## config.mk

```make
export PLATFORM = sky130hd
export DESIGN_NAME = rank_hit_picker
export DESIGN_NICKNAME = d
export VERILOG_FILES = /design/src/rtl/rank_hit_picker.sv
export SDC_FILE = /design/constraint.sdc
export NUM_CORES = 1
export LEC_CHECK = 0
export BUFFER_PORTS_ARGS = -buffer_cell sky130_fd_sc_hd__buf_2
export CELL_PAD_IN_SITES_DETAIL_PLACEMENT = 0
export CELL_PAD_IN_SITES_GLOBAL_PLACEMENT = 2
export CORE_MARGIN = 1
export CORE_UTILIZATION = 25
export DETAILED_ROUTE_END_ITERATION = 8
export PLACE_DENSITY_LB_ADDON = 0.1
export SYNTH_ARGS = -nofsm -noshare
export SYNTH_HDL_FRONTEND = slang
export SYNTH_SLANG_ARGS = --single-unit
```

## constraint.sdc

```tcl
create_clock -name clk -period 0.8 [get_ports clk]
set_input_delay 0.04 -clock clk [delete_from_list [all_inputs] [get_ports clk]]
set_output_delay 0.04 -clock clk [all_outputs]
set_load 0.01 [all_outputs]
```

## src/rtl/rank_hit_picker.sv

```systemverilog
module rank_hit_picker #(
  parameter int DEPTH          = 16,
  parameter int RANKS          = 2,
  parameter int BANKS_PER_RANK = 8,
  parameter int ROW_W          = 14,
  localparam int IDX_W  = (DEPTH > 1) ? $clog2(DEPTH) : 1,
  localparam int RANK_W = (RANKS > 1) ? $clog2(RANKS) : 1,
  localparam int BANK_W = (BANKS_PER_RANK > 1) ? $clog2(BANKS_PER_RANK) : 1,
  localparam int NBANK  = RANKS * BANKS_PER_RANK
) (
  input  logic                      clk,
  input  logic                      rst_n,
  input  logic [DEPTH-1:0]          q_valid,
  input  logic [DEPTH*RANK_W-1:0]   q_rank,
  input  logic [DEPTH*BANK_W-1:0]   q_bank,
  input  logic [DEPTH*ROW_W-1:0]    q_row,
  input  logic [NBANK-1:0]          bank_open,
  input  logic [NBANK*ROW_W-1:0]    bank_row,
  input  logic [RANK_W-1:0]         last_rank,
  input  logic                      dir_switch,
  input  logic [NBANK-1:0]          early_mask,
  output logic [IDX_W-1:0]          sel_idx,
  output logic                      sel_found
);

  localparam int BID_W = (NBANK > 1) ? $clog2(NBANK) : 1;

  logic [DEPTH-1:0] prime, second, third;

  for (genvar i = 0; i < DEPTH; i++) begin : g_ent
    logic [RANK_W-1:0] rk;
    logic [BANK_W-1:0] bk;
    logic [BID_W-1:0]  bid;
    logic              hit;
    assign rk    = q_rank[i*RANK_W +: RANK_W];
    assign bk    = q_bank[i*BANK_W +: BANK_W];
    assign bid   = BID_W'(rk) * BID_W'(BANKS_PER_RANK) + BID_W'(bk);
    assign hit   = q_valid[i] & bank_open[bid] &
                   (bank_row[bid*ROW_W +: ROW_W] == q_row[i*ROW_W +: ROW_W]);
    assign prime[i]  = hit & (dir_switch | (rk == last_rank));
    assign second[i] = hit & ~prime[i];
    assign third[i]  = q_valid[i] & ~hit & early_mask[bid];
  end

  function automatic logic [IDX_W-1:0] first_set(input logic [DEPTH-1:0] v);
    first_set = '0;
    for (int k = DEPTH - 1; k >= 0; k--)
      if (v[k]) first_set = IDX_W'(k);
  endfunction

  logic [IDX_W-1:0] nxt_idx;
  logic             nxt_found;

  assign nxt_found = |{prime, second, third};
  assign nxt_idx   = (|prime)  ? first_set(prime)  :
                     (|second) ? first_set(second) :
                     (|third)  ? first_set(third)  : '0;

  always_ff @(posedge clk or negedge rst_n) begin
    if (!rst_n) begin
      sel_idx   <= '0;
      sel_found <= 1'b0;
    end else begin
      sel_idx   <= nxt_idx;
      sel_found <= nxt_found;
    end
  end

endmodule

```

==> metrics.csv <==
stage,metric,value,unit
run_status,status,"finished, violations left",
floorplanning,initial core utilization,25.17,%
yosys,top-count cell post-synth,mux4_2,
cells_and_area,final std cells w/o fill,7937,
global_routing,first-pass GRT wire length,475200,um
global_routing,GRT Util Overall,41.95,%
drt,mean routed wirelength per cell,45.93,um
timing,min cycle time layout,4013,ps
global_routing,initial antenna violation count,51,
timing,Final Hold Vio Count,0,
yosys,synthesized area per cell,10.66,um^2
timing,Max-slew headroom,41.82,%
yosys,Synth warnings,0,
cells_and_area,register area,125.1,um^2
critical_path,critical path startpoint category,input port,
place,PortBufs,568,
yosys,"Seq/Total Area, Yosys",0.3016,%
yosys,synth top area cells,"mux4_2 47%, mux2i_1 16%, xnor2_1 3.9%, clkbuf_1 2.8%, a22oi_1 2.4%",
timing,WHS,162.5,ps
drt,first-pass iteration count of the detailed router,5,
yosys,"EDFF count, synth",0,
yosys,syn nets,4455,
yosys,asr flop ratio synth,100.0,%
clock_network,Clock Tree Buf Depth,2,
global_routing,total gr overflow,0,
timing,unrepaired setup endpoints after global routing,yes,
floorplanning,full die area,167600,um^2
power,Power Dens Cells,818.0,nW/um^2
critical_path,Worst EP required,900,ps
critical_path,Setup CP Type,in -> reg,
floorplanning,Rows,149,
yosys,"area leader, netlist",mux4_2,
clock_network,root buffer cell,clkbuf_16,
cells_and_area,NumNets Final,6296,
floorplanning,Core Footprint,164800,um^2
yosys,commonest cells in the netlist,"868 x mux4_2, 677 x mux2i_1, 313 x clkbuf_1",
timing,"Setup violations, final",5,
drt,final wirelength,364500,um
timing,setup slack after layout,-3213,ps
global_routing,largest net degree at the start of global routing,29,
run_status,failing checks,setup timing,
timing,Max Slew Vio Count,0,
critical_path,crit-path max FO,7,
drt,Initial DRC Count,6631,
critical_path,CP Capture Type,register,
drt,DR vias,51390,
cells_and_area,layout cells sized above 1,62.28,%
yosys,synthesized area,41490,um^2
yosys,Gate Count Post-Synth,3891,
place,HPWL after DPL,309900,um
floorplanning,Die W,409.4,um
yosys,"Top FF cell, synth",dfrtp_1,
power,peak supply drop,0.001146,V
drt,Detail Route Antenna Nets,0,
yosys,#FFs+latches synth,5,
cells_and_area,Layout fillers,16610,
drt,vias per cell,6.475,
floorplanning,I/O pin cnt,569,
clock_network,Sink Count,5,
yosys,Synth cell types,96,
min_path,HP Class,in -> async,
clock_network,clk slew on worst S/H paths,30,ps
drt,drc violations,0,
place,routability cong.,1.054,
critical_path,CP arrival,4110,ps
clock_network,CTS H-tree lvls,1,
cells_and_area,area of the multi-input gates,39060,um^2
timing,Final period util,501.6,%
power,Leak,0.02677,uW
floorplanning,Die Span Y,409.4,um
yosys,share of the synthesized area in the top cell type,47.12,%
clock_network,CTS buffer count,3,
place,placed insts,7845,
clock_network,TritonCTS clock tree,built,
timing,Slew @ Worst Pin,848.4,ps
run,maxcap violations,0,
cells_and_area,synth-to-layout area growth,52.57,%
timing,Max Clk Rate,0.2492,GHz
global_routing,vias in the first global route,49450,
power breakdown:
part	switching (uW)	internal, uW
clock network	159	660
logic	27300	23400
registers	6.41	279
cell usage in the layout, fill, tap and decap left out, drive strengths merged, types with 62 or more instances in the layout:
cell type	n
buf	2460
mux4	873
mux2i	678
xnor2	186
nand2	151
a22oi	130
nand3	79
xor2	78
nor2	75
nor2b	69
nand4	63
nor4	62
through the flow:
step | util (%) | worst slack, ps | setup TNS [ps] | power [uW] | instance area [um^2]
global placement | 37.18 | -4254 | -19640 | 47680 | 61270
global route | 38.39 | -3270 | -15770 | 52770 | 63260
finish | 38.41 | -3213 | -15420 | 51780 | 63290
floorplan | - | -2534 | -11800 | 21920 | 41870
detailed placement | 37.18 | -4176 | -19470 | 47700 | 61270
CTS | 37.86 | -3181 | -15220 | 49590 | 62390
cell families after synthesis:
family                    synth area share [%]
buffers and inverters                    7.832
DFF                                     0.3016
xor gates and xnor gates                 5.573
AOI/OAI and AO/OA                        9.642
muxes                                    65.40
and+or+nand+nor                          11.25
path summary, 6_finish.rpt:
| kind | end | startpoint | slack (ps) | depth (start not counted) |
|---|---|---|---|---|
| setup / recovery | sel_found$_DFF_PN0_ | q_bank[42] | -3210 | 17 |
| max in group asynchronous | sel_idx[0]$_DFF_PN0_ | rst_n | 510 | 2 |
| min in group clk | sel_found$_DFF_PN0_ | q_valid[0] | 540 | 6 |
| hold / removal | sel_found$_DFF_PN0_ | rst_n | 160 | 2 |
routing by layer:
metal  global-route usage [%]  up-vias  share of wire, %
met5                        0        -             0.035
met4                    18.57       18               5.8
met3                    11.04      830                10
met1                    52.69    27040                39
met2                    67.26     3620                45
li1                         -    19880                 -
sequential cells by signal (all words and copies together) (netlist names):
register	cells
sel_found	1
sel_idx	4
final cells by class:
cell class,count,area share (%)
repair buffers,2468,33.29
well taps,2189,4.327
clock buffers,4,0.1245
diodes,17,0.06721
multi-input cells,3207,61.71
inverters,47,0.2847
flip-flops and latches,5,0.1977
critical path: stages:
cell,delay (ps)
buf_4,170
buf_12,160
buf_4,170
nor2_1,510
a22oi_1,220
and3_1,220
o211ai_1,430
o31ai_1,170
buf_4,170
nand4_1,140
o211ai_1,140
buf_4,160
a21o_1,190
or4_4,560
nor3_4,230
inv_1,70
or3_1,340
timing repair:
action,in CTS,in global routing
resized for setup,116,113
buffers inserted,39,29
hold endpoints to repair,5,0
endpoints found under the setup margin,5,5
cloned,4,3
pin swaps,35,35
hold buffers,1,0
No activity file was read; power rests on OpenSTA's default activity.
